File: src/rtl/ctr_seq_pkg.sv
package ctr_seq_pkg;
  typedef enum logic [1:0] {
    ST_IDLE = 2'd0,
    ST_WAIT = 2'd1,
    ST_OUT  = 2'd2
  } seq_state_e;
endpackage

File: src/rtl/ctr_mode_dec.sv
module ctr_mode_dec #(
  parameter int MODE_W = 3,
  parameter logic [MODE_W-1:0] CTR_CODE = 3'b010
) (
  input  logic [MODE_W-1:0] mode,
  output logic              ctr_en
);
  always_comb ctr_en = (mode == CTR_CODE);
endmodule

File: src/rtl/ctr_iv_bank.sv
module ctr_iv_bank #(
  parameter int BLK_W  = 128,
  parameter int WORD_W = 32,
  parameter int IDX_W  = $clog2(BLK_W/WORD_W)
) (
  input  logic              clk,
  input  logic              rst,
  input  logic              wr_en,
  input  logic [IDX_W-1:0]  wr_idx,
  input  logic [WORD_W-1:0] wr_data,
  input  logic              inc,
  input  logic [IDX_W-1:0]  rd_idx,
  output logic [WORD_W-1:0] rd_data,
  output logic [BLK_W-1:0]  blk
);
  localparam int N_WORDS = BLK_W / WORD_W;

  logic [WORD_W-1:0] words [N_WORDS];

  for (genvar i = 0; i < N_WORDS; i++) begin : g_word
    if (i == 0) begin : g_cnt
      always_ff @(posedge clk) begin
        if (rst)
          words[i] <= '0;
        else if (wr_en && wr_idx == IDX_W'(i))
          words[i] <= wr_data;
        else if (inc)
          words[i] <= words[i] + WORD_W'(1);
      end
    end else begin : g_nonce
      always_ff @(posedge clk) begin
        if (rst)
          words[i] <= '0;
        else if (wr_en && wr_idx == IDX_W'(i))
          words[i] <= wr_data;
      end
    end
    assign blk[i*WORD_W +: WORD_W] = words[i];
  end

  always_ff @(posedge clk) begin
    if (rst) rd_data <= '0;
    else     rd_data <= words[rd_idx];
  end

  // the nonce words move only through a write
  a_r4_nonce_hold: assert property (@(posedge clk) disable iff (rst)
    !wr_en |=> $stable(blk[BLK_W-1:WORD_W]));

  // the counter word steps by one modulo 2^WORD_W
  a_r5_wrap_step: assert property (@(posedge clk) disable iff (rst)
    (inc && !wr_en) |=> (blk[WORD_W-1:0] == WORD_W'($past(blk[WORD_W-1:0]) + 1'b1)));
endmodule

File: src/rtl/ctr_xor_out.sv
module ctr_xor_out #(
  parameter int BLK_W = 128
) (
  input  logic             clk,
  input  logic             rst,
  input  logic             load,
  input  logic [BLK_W-1:0] keystream,
  input  logic [BLK_W-1:0] data,
  input  logic             ready,
  output logic             valid,
  output logic [BLK_W-1:0] result
);
  always_ff @(posedge clk) begin
    if (rst) begin
      valid  <= 1'b0;
      result <= '0;
    end else if (load) begin
      valid  <= 1'b1;
      result <= keystream ^ data;
    end else if (valid && ready) begin
      valid  <= 1'b0;
    end
  end

  // a pending output is held until taken
  a_r8_hold: assert property (@(posedge clk) disable iff (rst)
    (valid && !ready) |=> (valid && $stable(result)));
endmodule

File: src/rtl/ctr_keystream_seq.sv
module ctr_keystream_seq #(
  parameter int BLK_W  = 128,
  parameter int WORD_W = 32,
  parameter int MODE_W = 3,
  parameter logic [MODE_W-1:0] CTR_CODE = 3'b010,
  parameter int IDX_W  = $clog2(BLK_W/WORD_W)
) (
  input  logic              clk,
  input  logic              rst,
  input  logic [MODE_W-1:0] chain_mode,
  input  logic              iv_wr_en,
  input  logic [IDX_W-1:0]  iv_wr_idx,
  input  logic [WORD_W-1:0] iv_wr_data,
  input  logic [IDX_W-1:0]  iv_rd_idx,
  output logic [WORD_W-1:0] iv_rd_data,
  input  logic              in_valid,
  output logic              in_ready,
  input  logic [BLK_W-1:0]  in_data,
  output logic              out_valid,
  input  logic              out_ready,
  output logic [BLK_W-1:0]  out_data,
  output logic              eng_start,
  output logic [BLK_W-1:0]  eng_block,
  input  logic              eng_done,
  input  logic [BLK_W-1:0]  eng_keystream
);
  import ctr_seq_pkg::*;

  seq_state_e       state_q;
  logic             ctr_en;
  logic             accept;
  logic             out_fire;
  logic             ks_load;
  logic             iv_wr_ok;
  logic             start_q;
  logic [BLK_W-1:0] blk_q;
  logic [BLK_W-1:0] din_q;
  logic [BLK_W-1:0] cnt_blk;

  ctr_mode_dec #(.MODE_W(MODE_W), .CTR_CODE(CTR_CODE)) u_dec (
    .mode   (chain_mode),
    .ctr_en (ctr_en)
  );

  assign in_ready = (state_q == ST_IDLE) && ctr_en;
  assign accept   = in_valid && in_ready;
  assign out_fire = out_valid && out_ready;
  assign ks_load  = (state_q == ST_WAIT) && eng_done;
  assign iv_wr_ok = iv_wr_en && (state_q == ST_IDLE);

  ctr_iv_bank #(.BLK_W(BLK_W), .WORD_W(WORD_W), .IDX_W(IDX_W)) u_bank (
    .clk     (clk),
    .rst     (rst),
    .wr_en   (iv_wr_ok),
    .wr_idx  (iv_wr_idx),
    .wr_data (iv_wr_data),
    .inc     (out_fire),
    .rd_idx  (iv_rd_idx),
    .rd_data (iv_rd_data),
    .blk     (cnt_blk)
  );

  always_ff @(posedge clk) begin
    if (rst) begin
      state_q <= ST_IDLE;
      start_q <= 1'b0;
      blk_q   <= '0;
      din_q   <= '0;
    end else begin
      start_q <= 1'b0;
      case (state_q)
        ST_IDLE: if (accept) begin
          din_q   <= in_data;
          blk_q   <= cnt_blk;
          start_q <= 1'b1;
          state_q <= ST_WAIT;
        end
        ST_WAIT: if (eng_done) state_q <= ST_OUT;
        ST_OUT:  if (out_ready) state_q <= ST_IDLE;
        default: state_q <= ST_IDLE;
      endcase
    end
  end

  assign eng_start = start_q;
  assign eng_block = blk_q;

  ctr_xor_out #(.BLK_W(BLK_W)) u_xor (
    .clk       (clk),
    .rst       (rst),
    .load      (ks_load),
    .keystream (eng_keystream),
    .data      (din_q),
    .ready     (out_ready),
    .valid     (out_valid),
    .result    (out_data)
  );

  // a request is a single-cycle pulse
  a_r7_one_pulse: assert property (@(posedge clk) disable iff (rst)
    eng_start |=> !eng_start);

  // a request follows an input handshake
  a_r1_start_after_accept: assert property (@(posedge clk) disable iff (rst)
    eng_start |-> $past(in_valid && in_ready));

  // no new input while a result is pending
  a_r7_no_overlap: assert property (@(posedge clk) disable iff (rst)
    in_ready |-> !out_valid);

  // writes while busy leave the counter block alone
  a_r6_busy_write: assert property (@(posedge clk) disable iff (rst)
    ((state_q != ST_IDLE) && !out_fire) |=> $stable(cnt_blk));
endmodule

File: config.mk
export PLATFORM = sky130hd
export DESIGN_NAME = ctr_keystream_seq
export DESIGN_NICKNAME = d
export VERILOG_FILES = /design/src/rtl/ctr_seq_pkg.sv /design/src/rtl/ctr_mode_dec.sv /design/src/rtl/ctr_iv_bank.sv /design/src/rtl/ctr_xor_out.sv /design/src/rtl/ctr_keystream_seq.sv
export SDC_FILE = /design/constraint.sdc
export NUM_CORES = 1
export LEC_CHECK = 0
export BUFFER_PORTS_ARGS = -buffer_cell sky130_fd_sc_hd__buf_2
export CAP_MARGIN = 20
export CELL_PAD_IN_SITES_DETAIL_PLACEMENT = 1
export CELL_PAD_IN_SITES_GLOBAL_PLACEMENT = 2
export CORE_ASPECT_RATIO = 1.1
export CORE_MARGIN = 2
export CORE_UTILIZATION = 31
export DETAILED_ROUTE_END_ITERATION = 6
export MAX_ROUTING_LAYER = met4
export PLACE_DENSITY_LB_ADDON = 0.3
export SYNTH_ARGS = -nofsm -noshare
export SYNTH_HDL_FRONTEND = slang
export SYNTH_SLANG_ARGS = --single-unit
File: constraint.sdc
create_clock -name clk -period 3 [get_ports clk]
set_clock_uncertainty 0.2 [all_clocks]
set_input_delay 0.45 -clock clk [delete_from_list [all_inputs] [get_ports clk]]
set_output_delay 0.45 -clock clk [all_outputs]
set_load 0.03 [all_outputs]
==> impl_results.rst <==
.. list-table::
   :header-rows: 1

   * - Metric
     - Value
   * - RSZ-0062 raised after global routing
     - no
   * - Proportion of power drawn by flip-flops and latches
     - 45.2%
   * - Data required time at the worst endpoint
     - about 2.4 ns
   * - Routed via count divided by cell count
     - 4.780
   * - Worst Hold Launch
     - eng_keystream[71]
   * - Main flop type after synthesis
     - sky130_fd_sc_hd__dfxtp_1
   * - Portion of total power attributed to combinational logic
     - 9.3%
   * - Endpoint kind of the worst setup timing path
     - output port
   * - Maximum number of pins on one net before global-route repair
     - 169
   * - Synth Register Bits
     - ~550
   * - Via total after detailed routing
     - about 19000
   * - Row count
     - 100
   * - Post-synthesis instance area
     - 21360 um2
   * - GR Overflow Total
     - 0
   * - Async set-or-reset flop fraction in the synthesized netlist
     - 0%
   * - Synth Warn #
     - 0
   * - GRT Util Overall
     - around a quarter
   * - Mapped Avg Cell Area
     - ~9.7 um2
   * - Count of cell types in the netlist
     - 40
   * - Sequential cell area
     - 12250 um2
   * - Transition at the pin with the smallest max-transition slack
     - 0.8628 ns
   * - Post-synth EDFFs
     - 128
   * - Ports
     - 592
   * - Endpoint arrival time on the critical path
     - 1.83 ns
   * - Slowest CP cell
     - sky130_fd_sc_hd__dfxtp_1
   * - Number of slew-limit violations in the final report
     - 0
   * - TritonCTS Buffers
     - 60
   * - Max Cap Viol
     - 0
   * - Footprint of the multi-input gates
     - 8477 um2
   * - Final non-filler cell total
     - 4049
   * - Count of antenna-violating nets left after detailed routing
     - 0
   * - Routed wire per std cell
     - 21.71 um
   * - Clock insertion delay at the later pin of the skew report
     - roughly 0.63 ns
   * - CTS tree
     - yes
   * - Area added between synthesis and finish
     - 43.39%
   * - Result of the run
     - completed
   * - Leading area contributor after synthesis
     - sky130_fd_sc_hd__dfxtp_1
   * - Overall die width
     - 254.3 um
   * - Post-layout nets
     - 3351
   * - Number of clock sinks seen by CTS
     - 548
   * - Crit-path max FO
     - 5
   * - 1st-iter DRT viols
     - just over 900
   * - Worst reg2reg startpoint
     - u_bank.words[0][0]
   * - Fraction of the yosys area taken by sequential cells
     - 57.36%
   * - Fill cells
     - 7855
   * - Syn Inst Count
     - 2213
   * - Power per unit of standard cell area
     - 571.6 nW/um2
   * - Overall routed net length
     - 87.88 mm
   * - Maximum number of buffers from clock root to sink
     - 3
   * - Routability congestion estimate from global placement
     - 0.8771
   * - Sw Share
     - 24.05%
   * - Rel. slew slack
     - a little over two fifths
   * - Area share of the leading cell type in the synthesized netlist
     - about two fifths
   * - Static Leakage
     - 11.95 nW
   * - Post-detail-place hpwl
     - 60.53 mm
   * - Hold Crit Class
     - in -> reg
   * - Setup-violating endpoint count in the final report
     - 0
   * - Accumulated negative setup slack
     - 0 ns
   * - Critical Path, Cell by Cell
     - nor2_1 > buf_4 > and3_1 > buf_2
   * - Setup crit start kind
     - flop
   * - Internal cell power
     - 13.30 mW
   * - Number of levels in the clock H-tree
     - 2
   * - Area contributors post-synth
     - sky130_fd_sc_hd__dfxtp_1, sky130_fd_sc_hd__edfxtp_1, sky130_fd_sc_hd__nand2_1, sky130_fd_sc_hd__a21oi_1, sky130_fd_sc_hd__xnor2_1
   * - Count of buffer and inverter cells on the critical path
     - 2
   * - 1st-pass router iterations
     - 5
   * - Synthesized netlist net count
     - 2515
   * - Initial core utilization
     - 31.44%
   * - Share of post-route cells with drive strength above 1
     - 25.74%
   * - Vias in the first global route
     - approximately 21000
   * - Cell at the root of the clock tree
     - sky130_fd_sc_hd__clkbuf_16
   * - Die area
     - slightly above 70000 um2
   * - Top cell family by delay on the critical path
     - buffers and inverters
   * - Setup CP Type
     - reg -> out
   * - Worst IR Drop VDD
     - 431.2 uV
   * - Core footprint
     - 67940 um2
   * - Vertical die dimension
     - 279.3 um
   * - Tcrit/Tclk final
     - between 80% and 90%
   * - Launching element of the worst setup path
     - state_q[1]
   * - Clock-pin slew reported for the worst setup and hold paths after clock tree synthesis
     - 0.06 ns
   * - Time the worst path needs with I/O delays and setup
     - 2.478 ns
   * - Placed Cells incl. Taps
     - about 3600
   * - Crit-path max cell delay
     - 0.37 ns
   * - Share of total power in the clock network
     - 45.4%
   * - Count of unresolved DRC violations after routing
     - 0
   * - PortBufs
     - 591
   * - Initial antenna violation count
     - 31
   * - Power dissipated by switching net loads
     - between 4 and 5 mW
   * - Highest clock rate
     - roughly 0.40 GHz
   * - Number of hold violations in the final report
     - 0
   * - Global-route wire length before repair
     - 130.4 mm
worst min-delay path, stage by stage:
cell	delay, ns
sky130_fd_sc_hd__buf_2	0.09
sky130_fd_sc_hd__xnor2_1	0.18
sky130_fd_sc_hd__a211oi_1	0.09
synth_stat cells, types with 2 or more instances:
cell,count
sky130_fd_sc_hd__nand2_1,557
sky130_fd_sc_hd__dfxtp_1,420
sky130_fd_sc_hd__a21oi_1,259
sky130_fd_sc_hd__nor2_1,146
sky130_fd_sc_hd__xnor2_1,142
sky130_fd_sc_hd__a211oi_1,128
sky130_fd_sc_hd__edfxtp_1,128
sky130_fd_sc_hd__clkbuf_1,105
sky130_fd_sc_hd__and2_1,97
sky130_fd_sc_hd__buf_2,45
sky130_fd_sc_hd__nor2b_1,32
sky130_fd_sc_hd__mux4_2,30
sky130_fd_sc_hd__o21ai_0,23
sky130_fd_sc_hd__xor2_1,16
sky130_fd_sc_hd__nand3_1,14
sky130_fd_sc_hd__nand4_1,12
sky130_fd_sc_hd__inv_1,8
sky130_fd_sc_hd__buf_1,6
sky130_fd_sc_hd__and3_1,5
sky130_fd_sc_hd__nor3_2,5
sky130_fd_sc_hd__o21ai_1,5
sky130_fd_sc_hd__o21ai_2,4
sky130_fd_sc_hd__nor3_1,3
sky130_fd_sc_hd__nor4_1,3
sky130_fd_sc_hd__mux4_1,2
sky130_fd_sc_hd__nand2b_1,2
sky130_fd_sc_hd__nand4_2,2
sky130_fd_sc_hd__or4_4,2
placed cells by master (no fill, tap or decap), types with 30 or more instances in the layout:
cell                            count
sky130_fd_sc_hd__buf_2            590
sky130_fd_sc_hd__nand2_1          555
sky130_fd_sc_hd__dfxtp_1          420
sky130_fd_sc_hd__dlygate4sd3_1    290
sky130_fd_sc_hd__a21oi_1          259
sky130_fd_sc_hd__nor2_1           143
sky130_fd_sc_hd__xnor2_1          142
sky130_fd_sc_hd__a211oi_1         128
sky130_fd_sc_hd__edfxtp_1         128
sky130_fd_sc_hd__and2_1            96
sky130_fd_sc_hd__clkbuf_16         63
sky130_fd_sc_hd__diode_2           35
sky130_fd_sc_hd__nor2b_1           32
sky130_fd_sc_hd__mux4_2            30
sky130_fd_sc_hd__buf_4             30
power groups by stage:
stage	combinational (mW)	sequential (mW)	clock, mW
floorplan	0.549	8.20	0
global placement	1.26	8.07	0
detailed placement	1.29	8.08	0
CTS	1.64	7.92	8.15
global route	1.75	7.94	8.42
finish	1.64	7.92	7.95
path summary, 6_finish.rpt:
kind                          to  depth (start not counted)  slack [ns]
max reg2reg  u_bank.words[0][28]                          6        0.62
min             u_xor.result[71]                          3        0.04
min reg2reg        eng_block[27]                          2        0.25
max                     in_ready                          4        0.52
flip-flops by register name, indices dropped and copies added (netlist names):
name,cells
u_bank.rd_data,32
din_q,128
eng_block,128
u_xor.valid,1
state_q,2
u_bank.words,128
u_xor.result,128
eng_start,1
stage by stage:
step | setup slack, ns | instance area, um2 | power (mW) | hold WS [ns] | util (%)
4_1_cts | 0.5348 | 30540 | 17.71 | 0.007686 | 44.95
2_1_floorplan | 0.2315 | 21360 | 8.745 | 0.2488 | -
3_5_place_dp | 0.4806 | 25520 | 9.369 | 0.2468 | 37.57
6_report | 0.5222 | 30630 | 17.51 | 0.03704 | 45.08
3_3_place_gp | 0.5137 | 25520 | 9.335 | 0.2424 | 37.57
5_1_grt | 0.4504 | 30620 | 18.12 | 0.007495 | 45.07
routing by layer:
metal / vias to the layer above / wire, um / global-route usage (%)
met5: - / 0 / -
met4: 0 / 3710 / 10.51
met3: 192 / 6640 / 7.740
met2: 539 / 42640 / 40.94
met1: 9464 / 34890 / 27.77
li1: 9161 / - / -
repair_timing:
action,4_1_cts,5_1_grt
hold buffers,290,0
endpoints found under the hold margin,388,0
resized for setup,0,0
setup buffers,0,0
cells by family (layout without fill, tap and decap cells):
group,count (synthesis),after routing,synth area share (%)
AND/OR/NAND/NOR,887,887,18.02
flip-flops,548,548,57.36
AO/OA/AOI/OAI,420,420,11.42
buffers and inverters,167,1050,3.251
XOR/XNOR,158,158,6.478
multiplexers,32,32,3.409
adder cells (fa/ha/maj),1,1,0.05857
other,0,35,0
area by class of cell:
| type | instances | area share (%) |
|---|---|---|
| repair buffers | 932 | 21.27 |
| multi-input cells | 1498 | 27.68 |
| clock buffers | 85 | 5.776 |
| flip-flops and latches | 548 | 40.00 |
| well taps | 918 | 3.750 |
| clock inverters | 24 | 1.127 |
| inverters | 9 | 0.1103 |
| diodes | 35 | 0.2859 |
Power figures use the tool's default switching activity.
